==> src/rtl/gseq_pkg.sv <==
package gseq_pkg;

    localparam logic [7:0] GAIN_MUTE = 8'h00;
    localparam logic [7:0] GAIN_TOP  = 8'hF1;

    typedef enum logic [1:0] {
        SEQ_IDLE = 2'd0,
        SEQ_RISE = 2'd1,
        SEQ_FALL = 2'd2
    } seq_mode_e;

    typedef struct packed {
        logic       valid;
        logic       tmo_only;
        logic [7:0] code;
    } gain_req_s;

    function automatic logic [7:0] step_codes(input logic [1:0] sel);
        return 8'd1 << sel;
    endfunction

    function automatic int unsigned fade_ms(input logic [1:0] sel);
        case (sel)
            2'd0:    return 20;
            2'd1:    return 40;
            2'd2:    return 48;
            default: return 56;
        endcase
    endfunction

    function automatic int unsigned tmo_ms(input logic [1:0] sel);
        return 32'd8 << sel;
    endfunction

    function automatic logic [7:0] min8(input logic [7:0] a, input logic [7:0] b);
        return (a < b) ? a : b;
    endfunction

endpackage

==> src/rtl/gseq_tick_timer.sv <==
module gseq_tick_timer #(
    parameter int CW = 8
) (
    input  logic          clk,
    input  logic          rst,
    input  logic          tick,
    input  logic          load,
    input  logic          run,
    input  logic [CW-1:0] reload,
    output logic          expire
);
    logic [CW-1:0] cnt_q;

    always_ff @(posedge clk) begin
        if (rst) begin
            cnt_q <= '0;
        end else if (load) begin
            cnt_q <= reload;
        end else if (run && tick) begin
            cnt_q <= (cnt_q == '0) ? reload : cnt_q - CW'(1);
        end
    end

    always_comb expire = run && tick && (cnt_q == '0);


    cnt_step_chk: assert property (@(posedge clk) disable iff (rst)
        (run && tick && !load && cnt_q != '0) |=> (cnt_q == $past(cnt_q) - CW'(1)));

endmodule

==> src/rtl/gseq_ramp.sv <==
module gseq_ramp (
    input  logic [7:0] base,
    input  logic [7:0] limit,
    input  logic [7:0] step,
    input  logic       down,
    output logic [7:0] nxt
);
    logic [8:0] sum;

    always_comb begin
        sum = {1'b0, base} + {1'b0, step};
        if (down) begin
            nxt = (base <= step) ? 8'h00 : base - step;
        end else if (base >= limit || sum >= {1'b0, limit}) begin
            nxt = limit;
        end else begin
            nxt = sum[7:0];
        end
    end
endmodule

==> src/rtl/fade_gain_seq.sv <==
module fade_gain_seq
    import gseq_pkg::*;
#(
    parameter int TICKS_PER_MS = 48
) (
    input  logic       clk,
    input  logic       rst,
    input  logic       smp_tick,
    input  logic [7:0] ref_code,
    input  logic [7:0] man_code,
    input  logic       man_wr,
    input  logic       auto_en,
    input  logic       fade_in_en,
    input  logic       fade_out_en,
    input  logic [1:0] fade_period_sel,
    input  logic [1:0] fade_step_sel,
    input  logic       zc_strobe,
    input  logic [1:0] zc_tmo_sel,
    output logic [7:0] gain_code,
    output logic       done
);
    localparam int MAX_TICKS = 64 * TICKS_PER_MS;
    localparam int CW        = $clog2(MAX_TICKS + 1);
    localparam int N_TMR     = 2;
    localparam int T_STEP    = 0;
    localparam int T_ZC      = 1;

    seq_mode_e  mode_q;
    gain_req_s  pend_q;
    gain_req_s  req;
    logic [7:0] gain_q;
    logic [7:0] man_q;
    logic       done_q;
    logic       fin_q, fout_q, auto_q;

    logic       fin_rise, fout_rise, auto_fall;
    logic [7:0] ref_eff, base, ramp_nxt;
    logic       commit, step_exp, tmo_exp;

    logic [N_TMR-1:0] t_load, t_run, t_exp;
    logic [CW-1:0]    t_reload [N_TMR];

    always_comb begin
        fin_rise  = fade_in_en && !fin_q;
        fout_rise = fade_out_en && !fout_q;
        auto_fall = !auto_en && auto_q;
        ref_eff   = min8(ref_code, GAIN_TOP);
        base      = pend_q.valid ? pend_q.code : gain_q;
    end

    gseq_ramp u_ramp (
        .base  (base),
        .limit (ref_eff),
        .step  (step_codes(fade_step_sel)),
        .down  (mode_q == SEQ_FALL),
        .nxt   (ramp_nxt)
    );

    always_comb begin
        t_reload[T_STEP] = CW'(fade_ms(fade_period_sel) * TICKS_PER_MS - 1);
        t_reload[T_ZC]   = CW'(tmo_ms(zc_tmo_sel) * TICKS_PER_MS - 1);
        t_load[T_STEP]   = (mode_q == SEQ_IDLE) && (fin_rise || fout_rise);
        t_run[T_STEP]    = (mode_q != SEQ_IDLE);
        t_load[T_ZC]     = req.valid;
        t_run[T_ZC]      = pend_q.valid;
        step_exp         = t_exp[T_STEP];
        tmo_exp          = t_exp[T_ZC];
    end

    for (genvar gi = 0; gi < N_TMR; gi++) begin : g_tmr
        gseq_tick_timer #(.CW(CW)) u_tmr (
            .clk    (clk),
            .rst    (rst),
            .tick   (smp_tick),
            .load   (t_load[gi]),
            .run    (t_run[gi]),
            .reload (t_reload[gi]),
            .expire (t_exp[gi])
        );
    end

    always_comb begin
        req = '0;
        if (mode_q != SEQ_IDLE) begin
            if (step_exp && ramp_nxt != base) begin
                req = '{valid: 1'b1, tmo_only: 1'b0, code: ramp_nxt};
            end
        end else if (man_wr && !auto_en) begin
            req = '{valid: 1'b1, tmo_only: 1'b0, code: min8(man_code, ref_eff)};
        end else if (auto_fall) begin
            req = '{valid: 1'b1, tmo_only: 1'b1, code: min8(man_q, ref_eff)};
        end
        commit = pend_q.valid && ((zc_strobe && !pend_q.tmo_only) || tmo_exp);
    end

    always_ff @(posedge clk) begin
        if (rst) begin
            mode_q <= SEQ_IDLE;
            pend_q <= '0;
            gain_q <= GAIN_MUTE;
            man_q  <= '0;
            done_q <= 1'b0;
            fin_q  <= 1'b0;
            fout_q <= 1'b0;
            auto_q <= 1'b0;
        end else begin
            fin_q  <= fade_in_en;
            fout_q <= fade_out_en;
            auto_q <= auto_en;
            if (man_wr) begin
                man_q <= man_code;
            end
            if (commit) begin
                gain_q       <= pend_q.code;
                pend_q.valid <= 1'b0;
            end
            if (req.valid) begin
                pend_q <= req;
            end
            case (mode_q)
                SEQ_IDLE: begin
                    if (fout_rise) begin
                        mode_q <= SEQ_FALL;
                        done_q <= 1'b0;
                    end else if (fin_rise) begin
                        mode_q <= SEQ_RISE;
                        done_q <= 1'b0;
                    end
                end
                SEQ_RISE: begin
                    if (!pend_q.valid && gain_q == ref_eff) begin
                        mode_q <= SEQ_IDLE;
                        done_q <= 1'b1;
                    end
                end
                SEQ_FALL: begin
                    if (!pend_q.valid && gain_q == GAIN_MUTE) begin
                        mode_q <= SEQ_IDLE;
                        done_q <= 1'b1;
                    end
                end
                default: mode_q <= SEQ_IDLE;
            endcase
        end
    end

    always_comb begin
        gain_code = gain_q;
        done      = done_q;
    end


    gain_cap_chk: assert property (@(posedge clk) disable iff (rst)
        gain_q <= GAIN_TOP);


    zc_commit_chk: assert property (@(posedge clk) disable iff (rst)
        (pend_q.valid && !pend_q.tmo_only && zc_strobe) |=> (gain_q == $past(pend_q.code)));


    zc_ignored_chk: assert property (@(posedge clk) disable iff (rst)
        (pend_q.valid && pend_q.tmo_only && zc_strobe && !tmo_exp) |=> (gain_q == $past(gain_q)));


    auto_hold_chk: assert property (@(posedge clk) disable iff (rst)
        (auto_en && mode_q == SEQ_IDLE && !pend_q.valid) |=> (gain_q == $past(gain_q)));


    done_level_chk: assert property (@(posedge clk) disable iff (rst)
        $rose(done_q) |-> (gain_q == GAIN_MUTE || gain_q == ref_eff));

endmodule

==> config.mk <==
export PLATFORM = sky130hd
export DESIGN_NAME = fade_gain_seq
export DESIGN_NICKNAME = d
export VERILOG_FILES = /design/src/rtl/gseq_pkg.sv /design/src/rtl/gseq_tick_timer.sv /design/src/rtl/gseq_ramp.sv /design/src/rtl/fade_gain_seq.sv
export SDC_FILE = /design/constraint.sdc
export NUM_CORES = 1
export LEC_CHECK = 0
export BUFFER_PORTS_ARGS = -buffer_cell sky130_fd_sc_hd__buf_2
export CAP_MARGIN = 20
export CORE_MARGIN = 5
export CORE_UTILIZATION = 57
export DETAILED_ROUTE_END_ITERATION = 10
export PLACE_DENSITY = 0.82
export SKIP_LAST_GASP = 1
export SLEW_MARGIN = 20
export SYNTH_ARGS = -nofsm -noshare
export SYNTH_HDL_FRONTEND = slang
export SYNTH_SLANG_ARGS = --single-unit
export TNS_END_PERCENT = 100
==> constraint.sdc <==
create_clock -name clk -period 12.9 [get_ports clk]
set_input_delay 0.645 -clock clk [delete_from_list [all_inputs] [get_ports clk]]
set_output_delay 0.645 -clock clk [all_outputs]
set_load 0.005 [all_outputs]
After elaboration in Yosys (flattened, before gate mapping) --
Cells that the tools add are included.
Cells by class: add/subtract/negate cells 6, $mul 2, magnitude comparators 6, equality and inequality tests 9, shifts and indexed selects 2, muxes and demuxes 30, reductions and logical operators 34
Operator list (number):
- $mux 12 | 6
- $mux 8 | 7
- $mux 10 | 5
- $sub 12x1->12 const B | 4
- $mul 32x2->8 const B | 1
- $shl 4x2->32 const A | 1
- $logic_not 12->1 | 2
- $pmux 6 s3 | 1
- $lt 8x8->1 | 2
- $logic_and 1x1->1 | 14
- $add 8x8->9 | 1
- $ge 9x8->1 | 1
- $eq 8x8->1 | 1
- $ge 8x8->1 | 1
- $le 8x8->1 | 1
- $logic_not 8->1 | 1
- $lt 8x8->1 const B | 1
- $mul 6x2->8 const B | 1
- $mux 2 | 4
- $ne 8x8->1 | 1
- $reduce_bool 2->1 | 4
- $shl 1x2->8 const A | 1
- $sub 8x8->8 | 1
- $pmux 2 s3 | 1
- 12 further kinds | 26
Storage, ports and cells: flip-flop bits (word level) 56, logic and storage cells 101

Longest topological paths before layout --
depth in word-level cells 11, depth in mapped cells 25

Modules after synthesis --
Synthesis repeated with hierarchy kept, for this count alone.
Unflattened totals: cell total of the unflattened synthesis 703, area total of the unflattened synthesis 5639.2 um^2
Modules (own cells, without submodules):
- fade_gain_seq | instances 1, cells each 307, area each 2498.6 um^2
- gseq_tick_timer | instances 2, cells each 116, area each 948.4 um^2
- gseq_ramp | instances 1, cells each 164, area each 1243.7 um^2

Worst setup path after synthesis --
Ideal clock, no wire load.
path type flip-flop to flip-flop, start point register pend_q[9] (netlist bit), end point register pend_q[8] (netlist bit), setup time 0.128 ns, data arrival time 5.222 ns, path slack 7.550 ns, cell stages (with the launch flop) 22, path buffers 4, period minus slack after synthesis 5.350 ns, cells stage by stage dfxtp_1 -> buf_6 -> clkbuf_1 -> mux2i_1 -> inv_1 -> ha_1 -> a211oi_1 -> o21ai_0 -> a211oi_1 -> ha_1 -> and3_1 -> nor2b_1 -> a2111oi_4 -> and3_1 -> buf_4 -> nor4b_1 -> or4_1 -> nand4_1 -> o211ai_4 -> and2_4 -> buf_6 -> o2bb2ai_1
Between the ends: word-level cells in the longest chain between the ends 10
Ends and longest elaborated chain:
- start, declared | line fade_gain_seq.sv:29 | gain_req_s pend_q;
- start signal, assigned | line fade_gain_seq.sv:118 | pend_q <= req;
- $mux 8 (*) | line fade_gain_seq.sv:48 | base = pend_q.valid ? pend_q.code : gain_q;
- $add 8x8->9 | line gseq_ramp.sv:11 | sum = {1'b0, base} + {1'b0, step};
- $ge 9x8->1 | line gseq_ramp.sv:14 | end else if (base >= limit || sum >= {1'b0, limit}) begin
- $logic_or 1x1->1 | line gseq_ramp.sv:14
- $mux 8 | line gseq_ramp.sv:14
- $mux 8 | line gseq_ramp.sv:12 | if (down) begin
- $ne 8x8->1 (*) | line fade_gain_seq.sv:85 | if (step_exp && ramp_nxt != base) begin
- $logic_and 1x1->1 (*) | line fade_gain_seq.sv:85
- $mux 10 (*) | line fade_gain_seq.sv:85
- $mux 10 (*) | line fade_gain_seq.sv:84 | if (mode_q != SEQ_IDLE) begin
Every way passes the cells marked *; elsewhere a longest branch is shown, timed or not. A chain may end at the register's enable or synchronous reset.

Final worst setup path --
start point register pend_q[9] (netlist bit), end point register g_tmr[1].u_tmr.cnt_q[11]
Between the ends: word-level cells in the longest chain between the ends 11
Ends and longest elaborated chain:
- $mux 8 | line fade_gain_seq.sv:48
- $add 8x8->9 | line gseq_ramp.sv:11
- $ge 9x8->1 | line gseq_ramp.sv:14
- $logic_or 1x1->1 | line gseq_ramp.sv:14
- $mux 8 | line gseq_ramp.sv:14
- $mux 8 | line gseq_ramp.sv:12
- $ne 8x8->1 | line fade_gain_seq.sv:85
- $logic_and 1x1->1 | line fade_gain_seq.sv:85
- $mux 10 | line fade_gain_seq.sv:85
- $mux 10 | line fade_gain_seq.sv:84
- $mux 12 / $reduce_bool 2->1 (equally long branches)
- end signal, assigned | line gseq_tick_timer.sv:18 | cnt_q <= reload;
- end signal, assigned | line gseq_tick_timer.sv:20 | cnt_q <= (cnt_q == '0) ? reload : cnt_q - CW'(1);
- end, declared | line gseq_tick_timer.sv:12 | logic [CW-1:0] cnt_q;
Several ways; a longest one is shown, not always the timed one.

==> metrics.md <==
| Metric | Value |
|---|---|
| Status | `complete, no violations` |
| Nets | `roughly 740` |
| EDFF count, synth | `0` |
| Clk slew on worst S/H paths | `roughly 0.1 ns` |
| Worst Path Max Fanout | `18` |
| RSZ-0062 raised after global routing | `false` |
| Tmin final | `between 6 and 7 ns` |
| Worst VDD drop | `between 0.07 and 0.08 mV` |
| Max cap viols | `0` |
| Vias in the first global route | `4626` |
| Leak | `~2.2 nW` |
| Post-CTS resize count | `0` |
| Fin. Hold Viols | `0` |
| Clock share of power | `a little over a fifth` |
| Net Switching | `approximately 0.00021 W` |
| Hold worst-path end | `mode_q[1]` |
| Netlist cell types | `77` |
| Design Area, Final | `5190 µm²` |
| Largest net degree at the start of global routing | `a little under 60` |
| Crit Path Category | `reg -> reg` |
| Total number of H-tree levels | `2` |
| Switch share | `about two fifths` |
| All-Layer GR Usage | `between 20% and 30%` |
| WL final | `about 13000 µm` |
| Worst slew pin tran | `a little over 1 ns` |
| Vias | `roughly 5000` |
| Initial antenna violation count | `0` |
| Worst Reg2Reg Path Length in Cells | `17` |
| Initial DRC count | `between 300 and 400` |
| Power Dens Cells | `about 110 nW/µm²` |
| DP Area | `5080 µm²` |
| Hold_ws | `approximately 0.5 ns` |
| First-pass GRT wire length | `22000 µm` |
| Synth Flop Type | `dfxtp_1` |
| R2r startpoint | `pend_q[9]` |
| Io pins | `39` |
| Avg Vias per Cell | `6.53` |
| Die width | `102 µm` |
| Register area share after synthesis | `a little under a quarter` |
| Mapped Cells | `640` |
| Drt pass-1 iters | `6` |
| Die area | `10500 µm²` |
| Pins Over Slew Limit | `0` |
| Syn-to-layout area delta | `6.55%` |
| Final GP Congestion | `between 0.9 and 1` |
| Reg-to-Reg End | `g_tmr[1].u_tmr.cnt_q[11]` |
| Post-CTS Setup Bufs | `0` |
| Final Cycle Share | `between 40% and 50%` |
| Most frequent cells in the layout | `74 x a21oi_1, 69 x nor2_1, 56 x dfxtp_1` |
| WL/cell | `around 17 µm` |
| FF-to-FF setup slack | `between 6 and 7 ns` |
| Flop pwr share | `between 30% and 40%` |
| Remaining DRCs | `0` |
| Non-Filler Instances | `between 700 and 800` |
| Multi-input combinational cell area | `between 3000 and 4000 µm²` |
| CTS buffer count | `5` |
| I/O Buffers | `38` |
| Die Y | `between 100 and 150 µm` |
| Hold path cells | `2` |
| Final setup violation count | `0` |
| Register Area | `~1100 µm²` |
| TNS Setup | `0 ns` |
| Dpl hpwl | `between 10000 and 15000 µm` |
| Maximum buffer depth of the clock tree | `2` |
| Synth area leader | `dfxtp_1` |
| Required time of the critical path | `about 13 ns` |
| Routed Antenna Nets | `0` |
| YS warnings | `0` |
| Skew-Pair Late Insertion Delay | `approximately 0.33 ns` |
| Filler cell count | `roughly 740` |
| Combinational Power Share | `between 30% and 40%` |
| Hold Startpoint | `mode_q[1]` |
| Layout cells sized above 1 | `10.1%` |
| Syn_nets | `717` |
| CTS tree | `yes` |
| CTS root buf | `clkbuf_8` |
| Yosys top cell area share | `between 20% and 30%` |
| Placed cell count | `759` |
| FMAX | `about 0.16 GHz` |
| Worst Path Arrival | `~6.7 ns` |
| Slew headroom | `between 30 and 40%` |
| Critical Path End Type | `register` |
| Post-CTS Hold Buffers | `0` |
| Clock Sink Count | `56` |
| Syn Std Cell Area | `~4900 µm²` |
| Seq cells post-synth | `56` |
| Ant. Diodes | `0` |
| Int Power | `between 0.0003 and 0.0004 W` |
| Core Area | `approximately 8300 µm²` |
| HP Class | `reg -> reg` |
| Site Rows | `33` |
| Commonest non-fill, non-tap cell in the layout | `a21oi_1` |
| Initial Utilization | `around three fifths` |
| Ranking of synthesized cells by area | `dfxtp_1 23%, ha_1 12%, a21oi_1 7.6%, nor2_1 5.3%, nand2_1 4.0%` |
| Startpoint Class | `register` |
| Async S/R FF share, synth | `0%` |
| Syn Area/Cell | `~7.6 µm²` |
| Clock skew | `approximately 0.018 ns` |
| GRT overflow | `0` |
## area by class of cell
cell class,instances,area share [%]
Tap cell,105,2.53
Clock inverter,2,0.747
Timing Repair Buffer,39,3.81
Inverter,37,2.68
Clock buffer,6,1.40
Sequential cell,56,21.6
Multi-Input combinational cell,522,67.2
## through the flow
stage | total power [W] | util, % | setup WS [ns]
5_1_grt | 0.000584 | 62.8 | 5.96
6_report | 0.000546 | 62.8 | 6.46
3_5_place_dp | 0.000425 | 61.5 | 6.51
3_3_place_gp | 0.000418 | 61.5 | 6.82
2_1_floorplan | 0.000376 | - | 7.55
4_1_cts | 0.000543 | 62.8 | 6.49
## power by group through the flow
stage / combinational, W / sequential, W / clock (W)
after floorplan: 0.000164 / 0.000212 / 0
after global placement: 0.000199 / 0.000219 / 0
after detailed placement: 0.000205 / 0.000220 / 0
after CTS: 0.000206 / 0.000217 / 0.000121
after global routing: 0.000234 / 0.000221 / 0.000129
final: 0.000209 / 0.000218 / 0.000119
## metal layers
metal | wire, µm | up-vias | global-route usage (%)
li1 | - | 2391 | -
met1 | 5700 | 2338 | 34.2
met2 | 6180 | 236 | 42.7
met3 | 1160 | 40 | 5.67
met4 | 335 | 0 | 7.97
met5 | 0 | - | 0
## critical path: stages, from the launching register on
cell and delay, ns:
dfxtp_1 0.86, mux2i_1 0.61, inv_1 0.18, ha_1 0.36
a211oi_1 0.39, o21ai_0 0.27, a211oi_1 0.36, ha_1 0.30
and3_1 0.18, nor2b_1 0.16, a2111oi_4 0.53, and3_1 0.57
o211ai_1 0.16, or4_1 0.48, nand4_1 0.19, o211ai_4 0.16
and2_4 0.29, a221oi_1 0.28
## cells in the mapped netlist, drive strengths merged (3+ instances only)
library cell	count
a21oi	75
nor2	69
dfxtp	56
nand2	53
ha	45
o21ai	37
inv	36
nand3	22
mux2i	20
clkbuf	19
xnor2	16
nor3	15
nor2b	14
or3	10
a211oi	9
a2111oi	7
a31oi	7
and2	7
and3	7
nand4	7
o22ai	7
buf	6
nand2b	6
nand4b	6
a221oi	5
nor4	5
or4	5
a311oi	4
a41oi	4
o22a	4
o31ai	4
or2	4
xor2	4
mux2	3
o211ai	3
o32ai	3
## worst max path at each step
stage,start,to,slack [ns],depth (start not counted)
2_1_floorplan,pend_q[9],pend_q[8],7.55,21
3_5_place_dp,pend_q[9],g_tmr[1].u_tmr.cnt_q[9],6.51,17
5_1_grt,pend_q[9],g_tmr[1].u_tmr.cnt_q[9],5.96,17
6_report,pend_q[9],g_tmr[1].u_tmr.cnt_q[11],6.46,17
3_3_place_gp,pend_q[9],g_tmr[1].u_tmr.cnt_q[11],6.82,17
4_1_cts,pend_q[9],g_tmr[1].u_tmr.cnt_q[9],6.49,17
## flip-flops by register name (all words and copies together) (netlist names)
register,count
done,1
fin_q,1
gain_code,8
g_tmr.u_tmr.cnt_q,24
fout_q,1
pend_q,10
auto_q,1
mode_q,2
man_q,8
## kinds of logic (layout without fill, tap and decap cells)
family	Yosys count	after routing	share of synthesized area, %
multiplexers	23	23	5.06
buffers and inverters	62	84	5.34
AO/OA/AOI/OAI	190	190	25.5
adder cells (fa/ha/maj)	47	47	12.4
flip-flops	56	56	23.0
AND/OR/NAND/NOR	242	242	25.1
XOR/XNOR	20	20	3.60
Power figures use the tool's default switching activity.
